**src/rtl/mtmr_pkg.sv**
```systemverilog
package mtmr_pkg;

    localparam int REG_W     = 16;
    localparam int ADDR_W    = 2;
    localparam int FLAG_POS  = 7;
    localparam int IEN_POS   = 6;
    localparam int NUM_SEL   = 4;

    typedef enum logic [ADDR_W-1:0] {
        RA_CTRL    = 2'd0,
        RA_COUNT   = 2'd1,
        RA_COMPARE = 2'd2,
        RA_NONE    = 2'd3
    } reg_addr_e;

    typedef enum logic [1:0] {
        SEL_SLOWEST_NOT = 2'd0,
        SEL_DIV_B       = 2'd1,
        SEL_DIV_C       = 2'd2,
        SEL_DIV_D       = 2'd3
    } clk_sel_e;

    typedef struct packed {
        logic     flag;
        logic     irq_en;
        clk_sel_e sel;
    } ctrl_t;

    localparam ctrl_t CTRL_RESET = '{flag: 1'b0, irq_en: 1'b0, sel: SEL_SLOWEST_NOT};

    function automatic logic [REG_W-1:0] pack_ctrl(input ctrl_t c);
        logic [REG_W-1:0] v;
        v           = '0;
        v[FLAG_POS] = c.flag;
        v[IEN_POS]  = c.irq_en;
        v[1:0]      = c.sel;
        return v;
    endfunction

endpackage

```
**src/rtl/mtmr_prescaler.sv**
```systemverilog
module mtmr_prescaler #(
    parameter int BASE_LOG2 = 3,
    parameter int STEP_LOG2 = 2,
    parameter int NSEL      = 4
) (
    input  logic                    clk,
    input  logic                    rst,
    input  logic [$clog2(NSEL)-1:0] sel,
    output logic                    tick
);
    localparam int PW = BASE_LOG2 + (NSEL - 1) * STEP_LOG2;

    logic [PW-1:0]   div_q;
    logic [NSEL-1:0] taps;

    always_ff @(posedge clk) begin
        if (rst) div_q <= '0;
        else     div_q <= div_q + 1'b1;
    end

    for (genvar g = 0; g < NSEL; g++) begin : g_tap
        localparam int L = BASE_LOG2 + g * STEP_LOG2;
        assign taps[g] = &div_q[L-1:0];
    end

    assign tick = taps[sel];

    AST_TAP_NESTED: assert property (@(posedge clk) disable iff (rst)
        taps[NSEL-1] |-> taps[0]);

endmodule

```
**src/rtl/mtmr_counter.sv**
```systemverilog
module mtmr_counter #(
    parameter int DW = 16
) (
    input  logic          clk,
    input  logic          rst,
    input  logic          tick,
    input  logic          run,
    input  logic          cnt_wr,
    input  logic          cmp_wr,
    input  logic [DW-1:0] wr_data,
    output logic [DW-1:0] count_q,
    output logic [DW-1:0] compare_q,
    output logic          match_evt
);
    logic step;
    logic hit;

    assign step      = tick && run;
    assign hit       = (count_q == compare_q);
    assign match_evt = step && hit && !cnt_wr;

    always_ff @(posedge clk) begin
        if (rst) begin
            count_q <= '0;
        end else if (cnt_wr) begin
            count_q <= wr_data;
        end else if (step) begin
            count_q <= hit ? '0 : count_q + 1'b1;
        end
    end

    always_ff @(posedge clk) begin
        if (rst)         compare_q <= '1;
        else if (cmp_wr) compare_q <= wr_data;
    end

    AST_WRAP_ZERO: assert property (@(posedge clk) disable iff (rst)
        match_evt |=> (count_q == '0));

    AST_WRITE_WINS: assert property (@(posedge clk) disable iff (rst)
        cnt_wr |=> (count_q == $past(wr_data)));

    AST_HOLD_STOPPED: assert property (@(posedge clk) disable iff (rst)
        (!run && !cnt_wr) |=> (count_q == $past(count_q)));

endmodule

```
**src/rtl/mtmr_ctrl.sv**
```systemverilog
module mtmr_ctrl
    import mtmr_pkg::*;
(
    input  logic             clk,
    input  logic             rst,
    input  logic             standby,
    input  logic             wr_en,
    input  logic             rd_en,
    input  logic [REG_W-1:0] wr_data,
    input  logic             match_evt,
    output ctrl_t            ctrl_q,
    output logic             armed_q
);
    logic clr_req;

    assign clr_req = wr_en && armed_q && !wr_data[FLAG_POS];

    always_ff @(posedge clk) begin
        if (rst || standby)              armed_q <= 1'b0;
        else if (wr_en)                  armed_q <= 1'b0;
        else if (rd_en && ctrl_q.flag)   armed_q <= 1'b1;
    end

    always_ff @(posedge clk) begin
        if (rst || standby) begin
            ctrl_q <= CTRL_RESET;
        end else begin
            if (match_evt)    ctrl_q.flag <= 1'b1;
            else if (clr_req) ctrl_q.flag <= 1'b0;
            if (wr_en) begin
                ctrl_q.irq_en <= wr_data[IEN_POS];
                ctrl_q.sel    <= clk_sel_e'(wr_data[1:0]);
            end
        end
    end

    AST_FLAG_RISE_SRC: assert property (@(posedge clk) disable iff (rst)
        $rose(ctrl_q.flag) |-> $past(match_evt));

    AST_FLAG_FALL_SRC: assert property (@(posedge clk) disable iff (rst)
        $fell(ctrl_q.flag) |-> ($past(armed_q) && $past(wr_en)) || $past(standby));

    AST_SET_WINS: assert property (@(posedge clk) disable iff (rst)
        (match_evt && !standby) |=> ctrl_q.flag);

endmodule

```
**src/rtl/match_timer.sv**
```systemverilog
module match_timer
    import mtmr_pkg::*;
#(
    parameter int DATA_W    = 16,
    parameter int BASE_LOG2 = 3,
    parameter int STEP_LOG2 = 2
) (
    input  logic              clk,
    input  logic              rst,
    input  logic              standby,
    input  logic              count_run,
    input  logic [ADDR_W-1:0] bus_addr,
    input  logic              bus_wr,
    input  logic              bus_rd,
    input  logic [DATA_W-1:0] bus_wdata,
    output logic [DATA_W-1:0] bus_rdata,
    output logic              irq
);
    ctrl_t       ctrl_q;
    logic        armed_q;
    logic        tick;
    logic        match_evt;
    logic        wr_ctrl, wr_cnt, wr_cmp, rd_ctrl;
    logic [DATA_W-1:0] count_q, compare_q;

    assign wr_ctrl = bus_wr && (bus_addr == RA_CTRL);
    assign wr_cnt  = bus_wr && (bus_addr == RA_COUNT);
    assign wr_cmp  = bus_wr && (bus_addr == RA_COMPARE);
    assign rd_ctrl = bus_rd && (bus_addr == RA_CTRL);

    mtmr_prescaler #(
        .BASE_LOG2 (BASE_LOG2),
        .STEP_LOG2 (STEP_LOG2),
        .NSEL      (NUM_SEL)
    ) u_pre (
        .clk  (clk),
        .rst  (rst),
        .sel  (ctrl_q.sel),
        .tick (tick)
    );

    mtmr_counter #(.DW(DATA_W)) u_cnt (
        .clk       (clk),
        .rst       (rst),
        .tick      (tick),
        .run       (count_run),
        .cnt_wr    (wr_cnt),
        .cmp_wr    (wr_cmp),
        .wr_data   (bus_wdata),
        .count_q   (count_q),
        .compare_q (compare_q),
        .match_evt (match_evt)
    );

    mtmr_ctrl u_ctl (
        .clk       (clk),
        .rst       (rst),
        .standby   (standby),
        .wr_en     (wr_ctrl),
        .rd_en     (rd_ctrl),
        .wr_data   (bus_wdata[REG_W-1:0]),
        .match_evt (match_evt),
        .ctrl_q    (ctrl_q),
        .armed_q   (armed_q)
    );

    always_comb begin
        unique case (bus_addr)
            RA_CTRL:    bus_rdata = DATA_W'(pack_ctrl(ctrl_q));
            RA_COUNT:   bus_rdata = count_q;
            RA_COMPARE: bus_rdata = compare_q;
            default:    bus_rdata = '0;
        endcase
    end

    assign irq = ctrl_q.flag && ctrl_q.irq_en;

    AST_RSV_ZERO: assert property (@(posedge clk) disable iff (rst)
        (bus_addr == RA_CTRL) |-> (bus_rdata[15:8] == 8'h00 && bus_rdata[5:2] == 4'h0));

    AST_IRQ_NEEDS_ENABLE: assert property (@(posedge clk) disable iff (rst)
        ($rose(irq) && !$past(wr_ctrl)) |-> $past(match_evt));

endmodule

```
**config.mk**
```make
export PLATFORM = sky130hd
export DESIGN_NAME = match_timer
export DESIGN_NICKNAME = d
export VERILOG_FILES = /design/src/rtl/mtmr_pkg.sv /design/src/rtl/mtmr_prescaler.sv /design/src/rtl/mtmr_counter.sv /design/src/rtl/mtmr_ctrl.sv /design/src/rtl/match_timer.sv
export SDC_FILE = /design/constraint.sdc
export NUM_CORES = 1
export LEC_CHECK = 0
export ABC_AREA = 0
export CAP_MARGIN = 20
export CORE_MARGIN = 5
export CORE_UTILIZATION = 55
export CTS_CLUSTER_SIZE = 28
export DETAILED_ROUTE_END_ITERATION = 10
export HOLD_SLACK_MARGIN = 0.03
export PLACE_DENSITY = 0.79
export SYNTH_ARGS = -nofsm -noshare
export SYNTH_HDL_FRONTEND = slang
export SYNTH_SLANG_ARGS = --single-unit
```
**constraint.sdc**
```tcl
create_clock -name clk -period 6.8 [get_ports clk]
set_clock_uncertainty 0.2 [all_clocks]
set_input_delay 0.68 -clock clk [delete_from_list [all_inputs] [get_ports clk]]
set_output_delay 0.68 -clock clk [all_outputs]
set_load 0.01 [all_outputs]
```
# Word-level counts from Yosys, hierarchy flattened

Cells that the tools add are included.

Register bits: 46
Bits in latches: 0
Memory bits (writable): 0
Memory bits (read-only): 0
Bits of input ports: 24
Output and inout bits: 17
Logic and storage cells: 43
Memories kept: 0

Add/sub/neg operators: 2
Multiply operators: 0
Divide/modulo/power cells: 0
Magnitude comparators: 1
Equality and inequality tests: 3
Shift operators: 0
Muxes and demuxes: 8
Bitwise logic cells: 0
Reduce and logical (&&, ||, !) cells: 22

Operator list:

| cell                                                                          | count |
|---|---|
| 16-bit two-way mux                                                            | 3 |
| 16-bit case mux with 3 select lines                                           | 1 |
| 16-bit by 1-bit adder with 16-bit output (second input constant)              | 1 |
| 16-bit equality test                                                          | 1 |
| 1-bit logical AND                                                             | 11 |
| 9-bit by 1-bit adder with 9-bit output (second input constant)                | 1 |
| 9-bit AND reduction                                                           | 1 |
| 7-bit AND reduction                                                           | 1 |
| 5-bit AND reduction                                                           | 1 |
| 2-bit nonzero test                                                            | 2 |
| 2-bit by 3-bit less-than comparator with 1-bit output (second input constant) | 1 |
| 1-bit two-way mux                                                             | 3 |
| 3-bit AND reduction                                                           | 1 |
| 1-bit binary-select mux with 2-bit select                                     | 1 |
| 2-bit by 1-bit equality test with 1-bit output (second input constant)        | 1 |
| 2-bit equality test (second input constant)                                   | 1 |
| 1-bit zero test                                                               | 2 |
| 2-bit zero test                                                               | 1 |
| 2-bit OR reduction                                                            | 1 |
| 1-bit logical OR                                                              | 1 |

# Logic depth before layout (Yosys ltp)

Gate-level depths: netlist of run 1.

Depth after elaboration: 7
Mapped depth: 11
Mapped depth without buffers: 9

# Cells and area by module

Synthesis of run 1 repeated with hierarchy kept, for this count alone.

Cell total of the unflattened synthesis: 294
Area total of the unflattened synthesis: 2652.5 um^2

Modules (own cells, without submodules):

| module         | instances | cells an instance | area each (um^2) |
|---|---|---|---|
| mtmr_counter   | 1         | 203               | 1764.2 |
| mtmr_prescaler | 1         | 42                | 412.9 |
| match_timer    | 1         | 31                | 260.2 |
| mtmr_ctrl      | 1         | 18                | 215.2 |

# Worst setup path after synthesis of run 1

OpenSTA, ideal clock, no wires.

Kind: input -> output
Start: in bus_addr[0]
End: out bus_rdata[10]
Arrival: 1845 ps
Required time: 5920 ps
Slack: 4075 ps
Cell stages on the path: 5
Path buffers: 3
Cells stage by stage: buf_2 > nor2b_1 > clkbuf_1 > buf_1 > a22o_1

Word-level cells in the longest chain between the ends: 2
Elaborated cells on any way between the ends: 4
Those cells by class: 2 x eq/ne; 1 x mux; 1 x reduce/logical

Ends and longest elaborated chain:

| what                                        | line              | source |
|---|---|---|
| start: declaration                          | match_timer.sv:12 | `input logic [ADDR_W-1:0] bus_addr,` |
| 2-bit equality test (tied with other cells) | match_timer.sv:68 | `unique case (bus_addr)` |
| 16-bit case mux with 3 select lines (*)     | match_timer.sv:68 |  |
| end: declaration                            | match_timer.sv:16 | `output logic [DATA_W-1:0] bus_rdata,` |

Mark *: on every way between the ends. The rest lies on a longest branch, timed or not.

# Worst setup path in the final report of run 1

Start: in bus_addr[1]
End: out bus_rdata[1]

The elaborated chain is that of the path after synthesis.

==> report_table.html, run 1 <==
<table>
<tr><th>Metric</th><th>Value</th></tr>
<tr><th colspan="2">Layout</th></tr>
<tr><td>Most common cell after layout, fill and taps aside</td><td>dfxtp_1</td></tr>
<tr><td>Finished Cell Area</td><td>3200 µm²</td></tr>
<tr><td>Area growth from synthesis to layout</td><td>18.6%</td></tr>
<tr><td>Top library cells by usage in the layout, fill and taps aside</td><td>dfxtp_1, clkdlybuf4s50_1, nand2_1, nand3_1, xor2_1</td></tr>
<tr><td>Antenna diodes</td><td>0</td></tr>
<tr><td>Fill count</td><td>401</td></tr>
<tr><td>NumNets Final</td><td>375</td></tr>
<tr><td>Ratio of cells with drive above 1 in the final layout</td><td>4.61%</td></tr>
<tr><th colspan="2">Die</th></tr>
<tr><td>Vertical die dimension</td><td>80.1 µm</td></tr>
<tr><td>Placeable core region</td><td>4750 µm²</td></tr>
<tr><td>Row count</td><td>25</td></tr>
<tr><td>Starting Density</td><td>56.8%</td></tr>
<tr><td>Chip Width</td><td>80.1 µm</td></tr>
<tr><td>Full die area</td><td>6410 µm²</td></tr>
<tr><td>Number of top-level pins</td><td>41</td></tr>
<tr><th colspan="2">Clocking</th></tr>
<tr><td>Clock tree sinks</td><td>46</td></tr>
<tr><td>Clock latency reported for the late side of the worst-skew pair</td><td>300 ps</td></tr>
<tr><td>Clock-pin transition on the worst setup and hold timing paths</td><td>80 ps</td></tr>
<tr><td>Clock tree buffer depth</td><td>2</td></tr>
<tr><td>Number of CTS-inserted buffers</td><td>5</td></tr>
<tr><td>Number of buffers inserted for hold repair after clock tree synthesis</td><td>0</td></tr>
<tr><td>CTS Root Cell</td><td>clkbuf_8</td></tr>
<tr><td>Deepest level of the CTS H-tree</td><td>2</td></tr>
<tr><td>CTS tree</td><td>done</td></tr>
<tr><td>Post-cts resize count</td><td>0</td></tr>
<tr><td>Number of buffers inserted to repair setup after CTS</td><td>0</td></tr>
<tr><th colspan="2">Synthesis</th></tr>
<tr><td>Number of instances in the synthesized netlist</td><td>327</td></tr>
<tr><td>Total standard cell area after synthesis</td><td>2700 µm²</td></tr>
<tr><td>Most common flop cell mapped by yosys</td><td>dfxtp_1</td></tr>
<tr><td>Largest cells by area after synthesis</td><td>dfxtp_1, xor2_1, a211o_1, nand3_1, a22o_1</td></tr>
<tr><td>Syn_area_per_cell</td><td>8.26 µm²</td></tr>
<tr><td>Total of flip-flops plus latches after synthesis</td><td>46</td></tr>
<tr><td>Area fraction of the dominant cell type after synthesis</td><td>34.1%</td></tr>
<tr><td>Xor-xnor portion of the synthesized cell area</td><td>6.16%</td></tr>
<tr><td>Adder-cell share of the synthesized area</td><td>2.32%</td></tr>
<tr><td>Number of warnings reported in the yosys synthesis log</td><td>0</td></tr>
<tr><td>Largest family of logic cells by synthesized area</td><td>simple AND/OR/NAND/NOR gates</td></tr>
<tr><td>Number of synthesized flops with an enable pin</td><td>0</td></tr>
<tr><td>Post-synthesis cell type with the largest combined area</td><td>dfxtp_1</td></tr>
<tr><td>Synthesized netlist net count</td><td>356</td></tr>
<tr><td>Fraction of the mapped netlist area in simple logic gates</td><td>26.4%</td></tr>
<tr><td>Async set or reset register ratio after synthesis</td><td>0%</td></tr>
<tr><td>Sequential-to-total area share from yosys stat</td><td>34.1%</td></tr>
<tr><td>Proportion of synthesized area in mux cells</td><td>3.75%</td></tr>
<tr><td>Fraction of the mapped netlist area in compound gates</td><td>21.8%</td></tr>
<tr><td>Count of cell types in the netlist</td><td>44</td></tr>
<tr><th colspan="2">Power</th></tr>
<tr><td>Maximum VDD drop</td><td>0.116 mV</td></tr>
<tr><td>Power density normalized to cell area</td><td>194 nW/µm²</td></tr>
<tr><td>Overall power after layout</td><td>0.000621 W</td></tr>
<tr><td>Leakage power figure</td><td>1.16 nW</td></tr>
<tr><th colspan="2">STA</th></tr>
<tr><td>Max-slew headroom</td><td>27.5%</td></tr>
<tr><td>Achievable Freq</td><td>283 MHz</td></tr>
<tr><td>Number of slew-limit violations in the final report</td><td>0</td></tr>
<tr><td>Count of final hold-check violations</td><td>0</td></tr>
<tr><td>Final setup slack of the worst path</td><td>3270 ps</td></tr>
<tr><td>Count of endpoints failing setup in the final report</td><td>0</td></tr>
<tr><td>Actual transition at the worst max-transition pin</td><td>1080 ps</td></tr>
<tr><td>Ratio of final minimum period to clock period</td><td>51.9%</td></tr>
<tr><td>Setup TNS</td><td>0 ps</td></tr>
<tr><td>Post-route minimum period</td><td>3530 ps</td></tr>
<tr><td>Setup repair after global routing missed its margin</td><td>false</td></tr>
<tr><th colspan="2">Critical path</th></tr>
<tr><td>Critical path required time</td><td>5920 ps</td></tr>
<tr><td>Capturing instance or port of the critical path</td><td>bus_rdata[1]</td></tr>
<tr><td>CP Class</td><td>input pin to output pin</td></tr>
<tr><td>Worst Setup Start Kind</td><td>input pin</td></tr>
<tr><td>Critical-path maximum fanout</td><td>25</td></tr>
<tr><td>Critical path's largest stage delay</td><td>590 ps</td></tr>
<tr><td>Worst setup EP type</td><td>output pin</td></tr>
<tr><td>Critical R2R Launch</td><td>u_pre.div_q[0]</td></tr>
<tr><td>Number of cells on the worst reg-to-reg path</td><td>9</td></tr>
<tr><td>Cell-by-cell listing of the critical path</td><td>clkdlybuf4s50_1 &gt; nor2b_2 &gt; buf_8 &gt; nand2_1 &gt; o21ai_0 &gt; clkdlybuf4s50_1</td></tr>
<tr><td>Critical path launch point</td><td>bus_addr[1]</td></tr>
<tr><td>CP max-delay cell</td><td>clkdlybuf4s50_1</td></tr>
<tr><td>Reg-to-reg endpoint</td><td>u_cnt.count_q[1]</td></tr>
<tr><td>R2R setup slack</td><td>3340 ps</td></tr>
<tr><td>Data arrival time at the worst-slack endpoint</td><td>2650 ps</td></tr>
<tr><td>Critical Path Most Common Cell</td><td>clkdlybuf4s50_1</td></tr>
<tr><th colspan="2">Place</th></tr>
<tr><td>Count of input and output buffers</td><td>40</td></tr>
<tr><td>Placed wire-length estimate</td><td>4990 µm</td></tr>
<tr><td>Worst setup slack after placement</td><td>2650 ps</td></tr>
<tr><td>Final GP Congestion</td><td>0.797</td></tr>
<tr><td>Cell area after placement</td><td>3070 µm²</td></tr>
<tr><th colspan="2">Global route</th></tr>
<tr><td>Overflow left after global routing</td><td>0</td></tr>
<tr><td>Pin count of the biggest net entering global routing</td><td>47</td></tr>
<tr><td>Via count of the first global-routing pass</td><td>2,429</td></tr>
<tr><td>Global router's overall resource usage</td><td>23.5%</td></tr>
<tr><td>Antenna violations before repair</td><td>0</td></tr>
<tr><td>Global-route wire length before repair</td><td>11,900 µm</td></tr>
<tr><th colspan="2">Detailed routing</th></tr>
<tr><td>Detail-routed net length per standard cell</td><td>17.5 µm</td></tr>
<tr><td>Violation count after the first detailed-routing iteration</td><td>279</td></tr>
<tr><td>Detailed-routed wire length on met3</td><td>486 µm</td></tr>
<tr><td>Max Used Layer</td><td>met4</td></tr>
<tr><td>Routed Wire Length</td><td>7230 µm</td></tr>
<tr><td>Routed via count divided by cell count</td><td>6.28</td></tr>
<tr><td>Post-detailed-route DRC marker count</td><td>0</td></tr>
<tr><td>First-pass iteration count of the detailed router</td><td>5</td></tr>
<tr><td>Vias after detailed routing</td><td>2,599</td></tr>
<tr><td>Wl on met1</td><td>3160 µm</td></tr>
<tr><td>Remaining antenna violation count</td><td>0</td></tr>
<tr><td>Routed length on met2</td><td>3450 µm</td></tr>
<tr><th colspan="2">Job</th></tr>
<tr><td>Max-cap viol count</td><td>0</td></tr>
<tr><th colspan="2">Min path</th></tr>
<tr><td>Hold Crit Start</td><td>u_pre.div_q[0]</td></tr>
<tr><td>Class of the tightest hold or removal check</td><td>flip-flop to flip-flop</td></tr>
<tr><th colspan="2">Run status</th></tr>
<tr><td>Result of the run</td><td>completed</td></tr>
</table>
-- cell families (layout without fill, tap and decap cells) --
family                   after synthesis  after routing
flip-flops                            46             46
adder cells (fa/ha/maj)                5              5
multiplexers                          10             10
XOR/XNOR                              19             19
AO/OA/AOI/OAI                         78             78
AND/OR/NAND/NOR                      132            132
buffers and inverters                 37             57
-- state kept, by name, summed over array words and instances, names as in the netlist --
signal           count
u_ctl.ctrl_q         4
u_cnt.count_q       16
u_cnt.compare_q     16
u_pre.div_q          9
u_ctl.armed_q        1
-- critical path: cells and delay by family --
| kind | cells | cell delay [ps] |
|---|---|---|
| AOI/OAI and AO/OA | 1 | 90 |
| and+or+nand+nor | 2 | 480 |
| buffers and inverters | 3 | 1390 |
-- metal layers --
layer	GRT usage (%)	vias up
li1	-	1249
met1	31.3	1221
met2	38.7	116
met3	4.48	13
met4	6.76	0
met5	0	-
-- where the power goes --
group	total [W]	leakage, nW	internal, W	switching, W
clock network	0.000204	0.0514	0.000110	0.0000943
registers	0.000309	0.376	0.000284	0.0000246
logic	0.000108	0.737	0.0000571	0.0000507
-- synth_stat cells, types with 2 or more instances --
cell,count
buf_1,2
and2_1,6
buf_2,6
nor4_1,12
xor2_1,18
a31oi_1,15
or3_1,5
inv_1,6
o21a_1,2
o21ai_0,10
nor2b_1,7
nor3_1,5
and3_1,17
o31ai_1,4
nand2_1,27
a21oi_1,3
a211o_1,16
nand4_1,5
dfxtp_1,46
mux2i_1,9
o211ai_1,7
nor2_1,9
nor4b_1,2
clkbuf_1,22
a211oi_1,2
nand3_1,27
a22o_1,13
or4_1,4
ha_1,5
-- worst min path at each step --
| stage | endpoint | cells past startpoint |
|---|---|---|
| 6_report | u_pre.div_q[0] | 1 |
| 5_1_grt | u_pre.div_q[0] | 1 |
| 4_1_cts | u_pre.div_q[0] | 1 |
| 3_5_place_dp | u_pre.div_q[0] | 1 |
| 3_3_place_gp | u_pre.div_q[0] | 1 |
| 2_1_floorplan | u_pre.div_q[0] | 1 |
-- metrics by stage --
step / instances / util, % / hold WS, ps
after floorplan: 327 / - / 230
after global placement: 404 / 64.6 / 244
after detailed placement: 404 / 64.6 / 261
after CTS: 412 / 66.9 / 281
after global routing: 414 / 67.4 / 307
final: 414 / 67.4 / 280
-- layout make-up --
class	count	area [µm²]	area share, %
clock buffers	6	72.6	2.27
well taps	67	83.8	2.62
inverters	6	22.5	0.703
flip-flops and latches	46	921	28.8
multi-input cells	244	1640	51.1
clock inverters	2	37.5	1.17
repair buffers	43	430	13.4
Power figures use the tool's default switching activity.
==> inputs of run 2 (changes only) <==
Settings changed: CORE_UTILIZATION 55 to 49, PLACE_DENSITY 0.79 to 0.74.
Clock period 6.8 ns to 3 ns, I/O delays scaled along.
==> report_table.html, run 2 (same netlist as run 1, synthesis figures left out) <==
<table>
<tr><th>Metric</th><th>Value</th></tr>
<tr><th colspan="2">Layout</th></tr>
<tr><td>Antenna diodes</td><td>0</td></tr>
<tr><td>Ratio of cells with drive above 1 in the final layout</td><td>6.50%</td></tr>
<tr><td>Finished Cell Area</td><td>3240 µm²</td></tr>
<tr><td>NumNets Final</td><td>382</td></tr>
<tr><td>Leading registers by flop count</td><td>u_cnt.compare_q (16), u_cnt.count_q (16), u_pre.div_q (9)</td></tr>
<tr><td>Fill count</td><td>511</td></tr>
<tr><td>Multi-input combinational cell area</td><td>1640 µm²</td></tr>
<tr><td>Register cell area after layout</td><td>921 µm²</td></tr>
<tr><td>Area growth from synthesis to layout</td><td>20.1%</td></tr>
<tr><td>Top library cells by usage in the layout, fill and taps aside</td><td>dfxtp_1, clkdlybuf4s50_1, nand2_1, nand3_1, xor2_1</td></tr>
<tr><td>Most common cell after layout, fill and taps aside</td><td>dfxtp_1</td></tr>
<tr><th colspan="2">Power</th></tr>
<tr><td>Leakage power figure</td><td>1.19 nW</td></tr>
<tr><td>Maximum VDD drop</td><td>0.290 mV</td></tr>
<tr><td>Power density normalized to cell area</td><td>410 nW/µm²</td></tr>
<tr><td>Switching share of total power</td><td>29.2%</td></tr>
<tr><td>Switching power total</td><td>0.000388 W</td></tr>
<tr><td>Comb power frac</td><td>18.4%</td></tr>
<tr><td>Sequential share of power</td><td>52.6%</td></tr>
<tr><td>Relative contribution of the clock network to total power</td><td>29.0%</td></tr>
<tr><td>Internal power summed over all cells</td><td>0.000942 W</td></tr>
<tr><th colspan="2">Critical path</th></tr>
<tr><td>Critical path's largest stage delay</td><td>580 ps</td></tr>
<tr><td>Crit path depth</td><td>6</td></tr>
<tr><td>Critical path required time</td><td>2500 ps</td></tr>
<tr><td>CP Class</td><td>input pin to output pin</td></tr>
<tr><td>Worst setup EP type</td><td>output pin</td></tr>
<tr><td>CP bufs+invs</td><td>3</td></tr>
<tr><td>Top delay family on crit path</td><td>buffers and inverters</td></tr>
<tr><td>Number of cells on the worst reg-to-reg path</td><td>9</td></tr>
<tr><td>Cell-by-cell listing of the critical path</td><td>clkdlybuf4s50_1 &gt; nor2b_2 &gt; buf_12 &gt; nand2_1 &gt; o21ai_0 &gt; clkdlybuf4s50_1</td></tr>
<tr><td>Critical-path maximum fanout</td><td>29</td></tr>
<tr><td>Worst Setup Start Kind</td><td>input pin</td></tr>
<tr><td>CP max-delay cell</td><td>clkdlybuf4s50_1</td></tr>
<tr><td>Data arrival time at the worst-slack endpoint</td><td>2160 ps</td></tr>
<tr><td>Critical Path Most Common Cell</td><td>clkdlybuf4s50_1</td></tr>
<tr><th colspan="2">Run status</th></tr>
<tr><td>Result of the run</td><td>completed</td></tr>
<tr><th colspan="2">Clocking</th></tr>
<tr><td>Deepest level of the CTS H-tree</td><td>2</td></tr>
<tr><td>Clock tree buffer depth</td><td>2</td></tr>
<tr><td>CTS Root Cell</td><td>clkbuf_8</td></tr>
<tr><td>Clock latency reported for the late side of the worst-skew pair</td><td>310 ps</td></tr>
<tr><td>CTS tree</td><td>done</td></tr>
<tr><td>Post-cts resize count</td><td>0</td></tr>
<tr><td>Number of buffers inserted for hold repair after clock tree synthesis</td><td>0</td></tr>
<tr><td>Clock tree sinks</td><td>46</td></tr>
<tr><td>Number of CTS-inserted buffers</td><td>5</td></tr>
<tr><td>Number of buffers inserted to repair setup after CTS</td><td>0</td></tr>
<tr><td>Clock-pin transition on the worst setup and hold timing paths</td><td>90 ps</td></tr>
<tr><th colspan="2">Global route</th></tr>
<tr><td>Pin count of the biggest net entering global routing</td><td>47</td></tr>
<tr><td>Global-route wire length before repair</td><td>12,100 µm</td></tr>
<tr><td>Global router's overall resource usage</td><td>21.0%</td></tr>
<tr><td>Overflow left after global routing</td><td>0</td></tr>
<tr><td>Antenna violations before repair</td><td>0</td></tr>
<tr><td>Via count of the first global-routing pass</td><td>2,457</td></tr>
<tr><th colspan="2">Place</th></tr>
<tr><td>Final GP Congestion</td><td>0.834</td></tr>
<tr><td>Placed wire-length estimate</td><td>5170 µm</td></tr>
<tr><td>Count of input and output buffers</td><td>40</td></tr>
<tr><td>Cell area after placement</td><td>3160 µm²</td></tr>
<tr><th colspan="2">Min path</th></tr>
<tr><td>Number of cells traversed by the worst hold path</td><td>1</td></tr>
<tr><td>Class of the tightest hold or removal check</td><td>flip-flop to flip-flop</td></tr>
<tr><th colspan="2">STA</th></tr>
<tr><td>Number of slew-limit violations in the final report</td><td>0</td></tr>
<tr><td>Setup TNS</td><td>0 ps</td></tr>
<tr><td>Achievable Freq</td><td>377 MHz</td></tr>
<tr><td>Ratio of final minimum period to clock period</td><td>88.5%</td></tr>
<tr><td>Count of final hold-check violations</td><td>0</td></tr>
<tr><td>Setup repair after global routing missed its margin</td><td>false</td></tr>
<tr><td>Actual transition at the worst max-transition pin</td><td>595 ps</td></tr>
<tr><td>Max-slew headroom</td><td>60.2%</td></tr>
<tr><td>Count of endpoints failing setup in the final report</td><td>0</td></tr>
<tr><td>Post-route minimum period</td><td>2660 ps</td></tr>
<tr><th colspan="2">Die</th></tr>
<tr><td>Full die area</td><td>7100 µm²</td></tr>
<tr><td>Placeable core region</td><td>5440 µm²</td></tr>
<tr><td>Vertical die dimension</td><td>84.3 µm</td></tr>
<tr><td>Chip Width</td><td>84.3 µm</td></tr>
<tr><td>Starting Density</td><td>49.7%</td></tr>
<tr><td>Number of top-level pins</td><td>41</td></tr>
<tr><td>Row count</td><td>27</td></tr>
<tr><th colspan="2">Detailed routing</th></tr>
<tr><td>Routed Wire Length</td><td>7300 µm</td></tr>
<tr><td>Post-detailed-route DRC marker count</td><td>0</td></tr>
<tr><td>Detail-routed net length per standard cell</td><td>17.1 µm</td></tr>
<tr><td>Remaining antenna violation count</td><td>0</td></tr>
<tr><td>Routed via count divided by cell count</td><td>5.95</td></tr>
<tr><td>Violation count after the first detailed-routing iteration</td><td>205</td></tr>
<tr><td>First-pass iteration count of the detailed router</td><td>4</td></tr>
<tr><td>Vias after detailed routing</td><td>2,534</td></tr>
<tr><th colspan="2">Job</th></tr>
<tr><td>Max-cap viol count</td><td>0</td></tr>
</table>
## run 2: per-layer routing
metal	wire [µm]	share of wire, %	GRT usage, %	vias up
met1	3260	45	27.3	1186
li1	-	-	-	1260
met4	158	2.2	8.04	0
met3	399	5.5	4.22	13
met2	3480	48	34.1	75
met5	0	0	0	-
## run 2: power by group through the flow
stage / Combinational (W) / Sequential (W) / Clock [W]
after floorplan: 0.000161 / 0.000684 / 0
after global placement: 0.000240 / 0.000714 / 0
after detailed placement: 0.000243 / 0.000714 / 0
after CTS: 0.000245 / 0.000700 / 0.000395
after global routing: 0.000268 / 0.000707 / 0.000421
final: 0.000245 / 0.000700 / 0.000385
## run 2: area by class of cell
| class | count | area share, % |
|---|---|---|
| multi-input cells | 244 | 50.4 |
| flip-flops and latches | 46 | 28.4 |
| repair buffers | 50 | 15.0 |
| well taps | 72 | 2.78 |
| clock buffers | 6 | 2.24 |
| inverters | 6 | 0.694 |
| clock inverters | 2 | 0.424 |
## run 2: path summary, 6_finish.rpt
kind / from / endpoint / slack (ps)
max: bus_addr[0] / bus_rdata[6] / 340
min: u_pre.div_q[0] / u_pre.div_q[0] / 280
max reg2reg: u_pre.div_q[0] / u_ctl.ctrl_q[3] / 530
min reg2reg: u_pre.div_q[0] / u_pre.div_q[0] / 280
## run 2: stage by stage
step | hold slack [ps] | setup WS [ps] | util, % | cells | total power (W)
6_report | 280 | 344 | 59.6 | 426 | 0.00133
5_1_grt | 319 | 282 | 59.6 | 426 | 0.00140
4_1_cts | 281 | 363 | 59.6 | 426 | 0.00134
3_5_place_dp | 259 | 373 | 58.0 | 418 | 0.000957
3_3_place_gp | 247 | 413 | 58.0 | 418 | 0.000954
2_1_floorplan | 173 | 687 | - | 327 | 0.000845
